**src/rtl/dlf_pkg.sv**
```systemverilog
package dlf_pkg;

    localparam int BAND_W = 3;

    typedef enum logic [BAND_W-1:0] {
        BAND_SLOW_FAR  = 3'd0,
        BAND_SLOW_MID  = 3'd1,
        BAND_SLOW_NEAR = 3'd2,
        BAND_FAST_NEAR = 3'd3,
        BAND_FAST_MID  = 3'd4,
        BAND_FAST_FAR  = 3'd5
    } band_e;

    typedef enum logic [1:0] {
        SZ_NONE   = 2'd0,
        SZ_FINE   = 2'd1,
        SZ_MEDIUM = 2'd2,
        SZ_COARSE = 2'd3
    } step_size_e;

    typedef struct packed {
        logic       valid;
        logic       sub;
        step_size_e size;
        logic       lock;
    } step_req_t;

endpackage

```
**src/rtl/dlf_band_decode.sv**
```systemverilog
module dlf_band_decode
    import dlf_pkg::*;
#(
    parameter int W           = 12,
    parameter int STEP_FINE   = 1,
    parameter int STEP_MEDIUM = 8,
    parameter int STEP_COARSE = 32
) (
    input  logic [BAND_W-1:0] band_i,
    output logic [W-1:0]      mag_o,
    output logic              sub_o,
    output logic              valid_o,
    output logic              lock_o
);

    step_req_t req;

    always_comb begin
        req = '{valid: 1'b0, sub: 1'b0, size: SZ_NONE, lock: 1'b0};
        case (band_i)
            BAND_SLOW_FAR:  req = '{valid: 1'b1, sub: 1'b1, size: SZ_COARSE, lock: 1'b0};
            BAND_SLOW_MID:  req = '{valid: 1'b1, sub: 1'b1, size: SZ_MEDIUM, lock: 1'b0};
            BAND_SLOW_NEAR: req = '{valid: 1'b1, sub: 1'b1, size: SZ_FINE,   lock: 1'b1};
            BAND_FAST_NEAR: req = '{valid: 1'b1, sub: 1'b0, size: SZ_FINE,   lock: 1'b1};
            BAND_FAST_MID:  req = '{valid: 1'b1, sub: 1'b0, size: SZ_MEDIUM, lock: 1'b0};
            BAND_FAST_FAR:  req = '{valid: 1'b1, sub: 1'b0, size: SZ_COARSE, lock: 1'b0};
            default:        req = '{valid: 1'b0, sub: 1'b0, size: SZ_NONE,   lock: 1'b0};
        endcase
    end

    always_comb begin
        case (req.size)
            SZ_FINE:   mag_o = W'(STEP_FINE);
            SZ_MEDIUM: mag_o = W'(STEP_MEDIUM);
            SZ_COARSE: mag_o = W'(STEP_COARSE);
            default:   mag_o = '0;
        endcase
        sub_o   = req.sub;
        valid_o = req.valid;
        lock_o  = req.lock;
    end

endmodule

```
**src/rtl/dlf_word_reg.sv**
```systemverilog
module dlf_word_reg #(
    parameter int          W          = 12,
    parameter logic [W-1:0] RESET_WORD = 12'h480
) (
    input  logic         clk,
    input  logic         rst,
    input  logic         upd_i,
    input  logic         valid_i,
    input  logic         sub_i,
    input  logic [W-1:0] mag_i,
    input  logic         lock_i,
    output logic [W-1:0] word_o,
    output logic         lock_o
);

    typedef struct packed {
        logic [W-1:0] word;
        logic         lock;
    } state_t;

    state_t state_d, state_q;

    always_comb begin
        state_d = state_q;
        if (upd_i) begin
            if (valid_i) begin
                if (sub_i) state_d.word = state_q.word - mag_i;
                else       state_d.word = state_q.word + mag_i;
            end
            state_d.lock = valid_i & lock_i;
        end
    end

    always_ff @(posedge clk) begin
        if (rst) begin
            state_q.word <= RESET_WORD;
            state_q.lock <= 1'b0;
        end else begin
            state_q <= state_d;
        end
    end

    assign word_o = state_q.word;
    assign lock_o = state_q.lock;


    reset_load_chk: assert property (@(posedge clk) rst |=> (word_o == RESET_WORD) && !lock_o);

endmodule

```
**src/rtl/dlf_div_limit.sv**
```systemverilog
module dlf_div_limit #(
    parameter int DIV_W   = 4,
    parameter int DIV_MAX = 9
) (
    input  logic [DIV_W-1:0] raw_i,
    output logic [DIV_W-1:0] lim_o
);

    localparam int FULL = (1 << DIV_W) - 1;

    generate
        if (DIV_MAX >= FULL) begin : g_pass
            assign lim_o = raw_i;
        end else begin : g_clamp
            localparam logic [DIV_W-1:0] CAP = DIV_W'(DIV_MAX);
            always_comb begin
                if (raw_i > CAP) lim_o = CAP;
                else             lim_o = raw_i;
            end
        end
    endgenerate

endmodule

```
**src/rtl/dlf_ctrl.sv**
```systemverilog
module dlf_ctrl
    import dlf_pkg::*;
#(
    parameter int DIV_W       = 4,
    parameter int STG_W       = 8,
    parameter int DIV_MAX     = 9,
    parameter int STEP_FINE   = 1,
    parameter int STEP_MEDIUM = 8,
    parameter int STEP_COARSE = 32,
    parameter logic [DIV_W+STG_W-1:0] RESET_WORD = 12'h480
) (
    input  logic                   clk,
    input  logic                   rst,
    input  logic                   upd_i,
    input  logic [BAND_W-1:0]      band_i,
    output logic [DIV_W-1:0]       div_o,
    output logic [STG_W-1:0]       stage_o,
    output logic [DIV_W+STG_W-1:0] word_o,
    output logic                   lock_o
);

    localparam int W = DIV_W + STG_W;

    logic [W-1:0] step_mag;
    logic         step_sub;
    logic         step_vld;
    logic         step_lock;

    dlf_band_decode #(
        .W          (W),
        .STEP_FINE  (STEP_FINE),
        .STEP_MEDIUM(STEP_MEDIUM),
        .STEP_COARSE(STEP_COARSE)
    ) u_decode (
        .band_i (band_i),
        .mag_o  (step_mag),
        .sub_o  (step_sub),
        .valid_o(step_vld),
        .lock_o (step_lock)
    );

    dlf_word_reg #(
        .W         (W),
        .RESET_WORD(RESET_WORD)
    ) u_word (
        .clk    (clk),
        .rst    (rst),
        .upd_i  (upd_i),
        .valid_i(step_vld),
        .sub_i  (step_sub),
        .mag_i  (step_mag),
        .lock_i (step_lock),
        .word_o (word_o),
        .lock_o (lock_o)
    );

    dlf_div_limit #(
        .DIV_W  (DIV_W),
        .DIV_MAX(DIV_MAX)
    ) u_limit (
        .raw_i(word_o[W-1:STG_W]),
        .lim_o(div_o)
    );

    assign stage_o = word_o[STG_W-1:0];


    idle_hold_chk: assert property (@(posedge clk) disable iff (rst)
        !upd_i |=> $stable(word_o) && $stable(lock_o));


    coarse_down_chk: assert property (@(posedge clk) disable iff (rst)
        (upd_i && band_i == 3'd0) |=> word_o == W'($past(word_o) - W'(STEP_COARSE)));


    coarse_up_chk: assert property (@(posedge clk) disable iff (rst)
        (upd_i && band_i == 3'd5) |=> word_o == W'($past(word_o) + W'(STEP_COARSE)));


    unused_code_chk: assert property (@(posedge clk) disable iff (rst)
        (upd_i && band_i > 3'd5) |=> $stable(word_o) && !lock_o);


    lock_drop_chk: assert property (@(posedge clk) disable iff (rst)
        (upd_i && band_i != 3'd2 && band_i != 3'd3) |=> !lock_o);


    div_range_chk: assert property (@(posedge clk) disable iff (rst)
        int'(div_o) <= DIV_MAX);

endmodule

```
**config.mk**
```make
export PLATFORM = sky130hd
export DESIGN_NAME = dlf_ctrl
export DESIGN_NICKNAME = d
export VERILOG_FILES = /design/src/rtl/dlf_pkg.sv /design/src/rtl/dlf_band_decode.sv /design/src/rtl/dlf_word_reg.sv /design/src/rtl/dlf_div_limit.sv /design/src/rtl/dlf_ctrl.sv
export SDC_FILE = /design/constraint.sdc
export NUM_CORES = 1
export LEC_CHECK = 0
export ABC_AREA = 1
export BUFFER_PORTS_ARGS = -buffer_cell sky130_fd_sc_hd__clkbuf_2
export CORE_MARGIN = 1.5
export CORE_UTILIZATION = 57
export CTS_CLUSTER_DIAMETER = 200
export DETAILED_ROUTE_END_ITERATION = 12
export GPL_TIMING_DRIVEN = 1
export PLACE_DENSITY = 0.81
export SLEW_MARGIN = 15
export SYNTH_ARGS = -nofsm -noshare
export SYNTH_HDL_FRONTEND = slang
export SYNTH_SLANG_ARGS = --single-unit
```
**constraint.sdc**
```tcl
create_clock -name clk -period 4.25 [get_ports clk]
set_input_delay 0.6375 -clock clk [delete_from_list [all_inputs] [get_ports clk]]
set_output_delay 0.6375 -clock clk [all_outputs]
set_load 0.005 [all_outputs]
```
### After elaboration in Yosys (flattened, before gate mapping)

Cells that the tools add are included.

* flip-flop bits (word level): 13
* bits of input ports: 6
* output and inout bits: 25
* logic and storage cells: 20

* add/subtract/negate cells: 2
* order comparisons: 1
* eq/ne operators: 8
* muxes and demuxes: 4
* bitwise logic cells: 1
* reduce and logical (&&, ||, !) cells: 2

Operator list (count)
* 5-bit one-hot mux with 6 select lines: 1
* 6-bit one-hot mux with 3 select lines: 1
* 12-bit by 6-bit adder with 12-bit output: 1
* 12-bit 2-to-1 mux: 1
* 12-bit by 6-bit subtractor with 12-bit output: 1
* 3-bit by 2-bit equality test with 1-bit output (second input constant): 2
* 3-bit equality test (second input constant): 2
* 2-bit equality test (second input constant): 2
* 4-bit greater-than comparator (second input constant): 1
* 4-bit 2-to-1 mux: 1
* 3-bit by 1-bit equality test with 1-bit output (second input constant): 1
* 3-bit zero test: 1
* 2-bit by 1-bit equality test with 1-bit output (second input constant): 1
* 2-bit AND reduction: 1
* 1-bit bitwise AND: 1

### Logic depth before layout (Yosys ltp)

* word-level depth: 6
* depth in mapped cells: 18
* mapped depth without buffers: 18

### Cells and area by module

Synthesis repeated with hierarchy kept, for this count alone.

* cells, all modules: 246
* area, all modules: 1534.0 um^2

Modules (own cells, without submodules)
* dlf_word_reg: times used 1, cells an instance 204, area each 1300.0 um^2, sequential area each 260.2 um^2
* dlf_band_decode: times used 1, cells an instance 25, area each 133.9 um^2, sequential area each 0.0 um^2
* dlf_ctrl: times used 1, cells an instance 8, area each 60.1 um^2, sequential area each 0.0 um^2
* dlf_div_limit: times used 1, cells an instance 9, area each 40.0 um^2, sequential area each 0.0 um^2

### Least setup slack after synthesis

OpenSTA, ideal clock, no wires.

* path kind: input to register
* from: in band_i[1]
* to: reg u_word.state_q (netlist bit u_word.word_o[8])
* library setup time: 0.109 ns
* data arrival time: 2.824 ns
* required time: 4.141 ns
* path slack: 1.317 ns
* cell stages on the path: 16
* buffers on the path: 0
* cell sequence: inv_1 > nand2_1 > a31oi_1 > inv_1 > ha_1 > or2_2 > a21boi_0 > ha_1 > a21oi_1 > nand2_1 > nand3_1 > nand2_1 > a21oi_1 > o21ai_0 > nand2_1 > inv_1

* longest elaborated chain between the ends: 6
* elaborated cells on any way between the ends: 15
* classes of those cells: add/sub: 2; eq/ne: 8; mux: 3; reduce/logical: 2

Ends and longest elaborated chain
* from (decl): RTL line dlf_ctrl.sv:15 `input logic [BAND_W-1:0] band_i,`
* 3-bit equality test, or another cell as far along: RTL line dlf_band_decode.sv:20 `case (band_i)`
* 5-bit one-hot mux with 6 select lines (*): RTL line dlf_band_decode.sv:20
* 2-bit equality test or 2-bit by 1-bit equality test with 1-bit output (tied branches): RTL line dlf_band_decode.sv:32 `case (req.size)`
* 6-bit one-hot mux with 3 select lines: RTL line dlf_band_decode.sv:32
* 12-bit by 6-bit adder with 12-bit output or 12-bit by 6-bit subtractor with 12-bit output (tied branches): RTL line dlf_word_reg.sv:28, dlf_word_reg.sv:27
* 12-bit 2-to-1 mux: RTL line dlf_word_reg.sv:27 `if (sub_i) state_d.word = state_q.word - mag_i;`
* to (signal assigned): RTL line dlf_word_reg.sv:39 `state_q <= state_d;`
* to (decl): RTL line dlf_word_reg.sv:21 `state_t state_d, state_q;`

Every way passes the cells marked *; elsewhere a longest branch is shown, timed or not.
A chain may end at the register's enable or synchronous reset.

### Worst setup path in the final report

* from: in band_i[1]
* to: reg u_word.state_q (netlist bit u_word.word_o[10])

Same word-level chain as after synthesis.

==> flow_summary.ini <==
[pwr]
power_density_mw_per_mm2 = 346.4
ir_worst_vdd_uv = 239.1
p_leak_nw = 0.8404

[logic_synthesis]
syn_area_sq_mm = 0.001291
synthTopCellsByCount = 42 x nand2_1, 31 x inv_1, 18 x a21oi_1
synth_area_leaders = dfxtp_1 20%, ha_1 16%, nand2_1 12%
synth-edff-count = 0
yosys_warnings = 0
synth_nets = 223
async_reset_ff_share_pct = 0
ys_ff_latch = 13
yosysTopAreaCellShare_pct = 20.16
postSynthCellCount = 200
synth_cell_types = 27
yosysMostFrequentCell = nand2_1
ys_seq_area_share_pct = 20.16
yosysTopAreaCell = dfxtp_1
synth-main-ff-cell = dfxtp_1
avgSynthCellArea_sq_um = 6.456

[worst_hold_path]
min_from = upd_i
min_path_type = input pin to flop
hold_end = u_word.lock_o$_SDFFE_PP0P_
min_path_cells = 2

[clock_network]
cts_resized = 0
cts_setup_buffers = 0
cts_root_buf = clkbuf_4
clkTransAtPathRegs_ns = 0.10
cts_hold_buffers = 0
cts_tree = yes
clock_latency_ns = 0.30
numCtsBuffers = 3
htreeDepth = 1
cts_buffer_depth = 2
cts_sinks = 13

[detailed_routing]
drt-total-wl_mm = 3.164
detail_route.wl_per_cell_um = 12.66
vias = 1366
firstDrtPassIters = 5
drc = 0
drtIter0Drc = 57
vias_per_cell = 5.464
ant_nets = 0

[grt]
grt_max_degree = 16
grt_pass1_vias = 1184
grt_pass1_wl_mm = 4.988
antenna_found_initial = 0
grt-ovfl-total = 0
grtUsageTotal_pct = 26.16

[die]
pin_count = 31
dieArea_sq_mm = 0.002560
die_y_um = 50.60
initial_core_util_pct = 59.52
coreArea_sq_mm = 0.002170
die_w_um = 50.60
rows = 17

[timing]
rsz0062_at_grt = no
max_freq_mhz = 314.2
fin_crit_sh_pct = 74.89
relSlewSlack_pct = 68.21
hold_viol = 0
finClkSkew_ns = 0.005543
finalSetupViolCount = 0
holdWs_ns = 0.5377
fin_setup_tns_ns = 0
worst_pin_slew_ns = 0.4763
period_minus_slack_ns = 3.183
slew_violations = 0

[worst_setup_path]
r2r_slack_ns = 2.38
cp-end-kind = flop
arrival_ns = 3.39
r2r-end = u_word.word_o[8]$_SDFFE_PP0P_
critPathRequiredTime_ns = 4.46
crit_path_max_fanout = 7
reg2reg_depth = 12
crit_path_start_kind = input pin
rr_startpoint = u_word.word_o[0]$_SDFFE_PP0P_
critical_path_class = input pin to flop

[placement]
globalplace.congestion = 0.8998
dpl.hpwl_mm = 2.455
io_buffers = 30

[layout]
diodes = 0
final_nets = 246
drive_gt1_share_pct = 17.57
post-route-util_pct = 65.46
area_growth_pct = 9.980

[outcome]
status = completed

[flow_run]
maxCapViolations = 0
[cell families (layout without fill, tap and decap cells)]
| kind of cell | Yosys count | count (layout) | synth area share (%) |
|---|---|---|---|
| buffers and inverters | 44 | 66 | 15.70 |
| xor gates and xnor gates | 4 | 4 | 2.714 |
| DFF | 13 | 13 | 20.16 |
| and+or+nand+nor | 83 | 83 | 27.71 |
| adders and majority gates | 17 | 17 | 17.05 |
| AOI/OAI and AO/OA | 39 | 39 | 16.67 |
[through the flow]
step	std cells	setup WS (ns)	power [mW]	cell area, sq um
after global routing	250	0.8964	0.5268	1420
after detailed placement	246	0.8554	0.4003	1394
after global placement	246	1.033	0.3917	1394
final	250	1.067	0.4919	1420
after CTS	250	1.127	0.4865	1420
after floorplan	200	1.317	0.3424	1291
[cells in the final DEF (no fill, tap or decap), types with 2 or more instances in the layout]
cell      count
nor2_1       17
nand2_1      42
clkbuf_2     30
or2_2         2
nand4_1       3
a31oi_1       3
xor2_1        3
nand2_2       2
a21boi_0      2
dfxtp_1      13
ha_1         16
a21oi_1      18
nand3_1      12
a21o_1        2
inv_1        31
clkbuf_4      3
nand3b_1      2
o21ai_0      11
or2_1         2
[layer usage]
layer	up-vias	share of wire, %	track usage, %
met3	11	7.4	4.167
met1	611	42	33.03
li1	679	-	-
met2	65	48	42.76
met5	-	0	0
met4	0	2.7	13.51
[registers in the layout (all words and copies together), names as in the netlist]
| signal | cells |
|---|---|
| u_word.word_o | 12 |
| u_word.lock_o | 1 |
[layout make-up]
| class | count | area, sq um |
|---|---|---|
| Multi-Input combinational cell | 143 | 828.3 |
| Fill cell | 216 | 749.5 |
| Sequential cell | 13 | 260.3 |
| Timing Repair Buffer | 30 | 150.1 |
| Inverter | 32 | 120.1 |
| Tap cell | 28 | 35.03 |
| Clock buffer | 4 | 26.28 |
[how the worst max path moves through the flow]
| stage | start | endpoint | slack, ns | depth (start not counted) |
|---|---|---|---|---|
| 2_1_floorplan | band_i[1] | u_word.word_o[8]$_SDFFE_PP0P_ | 1.32 | 16 |
| 4_1_cts | band_i[1] | u_word.word_o[10]$_SDFFE_PP1P_ | 1.13 | 15 |
| 3_3_place_gp | band_i[1] | u_word.word_o[8]$_SDFFE_PP0P_ | 1.03 | 16 |
| 3_5_place_dp | band_i[1] | u_word.word_o[8]$_SDFFE_PP0P_ | 0.86 | 17 |
| 6_report | band_i[1] | u_word.word_o[10]$_SDFFE_PP1P_ | 1.07 | 15 |
| 5_1_grt | band_i[1] | u_word.word_o[11]$_SDFFE_PP0P_ | 0.90 | 18 |
[critical path, stage by stage]
cell and delay (ns):
clkbuf_2 0.14, inv_1 0.11, nand2_1 0.07, a31oi_1 0.30, inv_1 0.12, ha_1 0.30
or2_2 0.30, a21boi_0 0.13, ha_1 0.36, a21oi_1 0.21, nor2_1 0.06, o21ai_0 0.32
nand4_1 0.16, nand3_1 0.11, nand2_1 0.05
[power by group]
part | internal, mW | switching, mW
combinational | 0.0993 | 0.153
clock | 0.0367 | 0.0518
sequential | 0.136 | 0.0153
No activity file was read; power rests on OpenSTA's default activity.
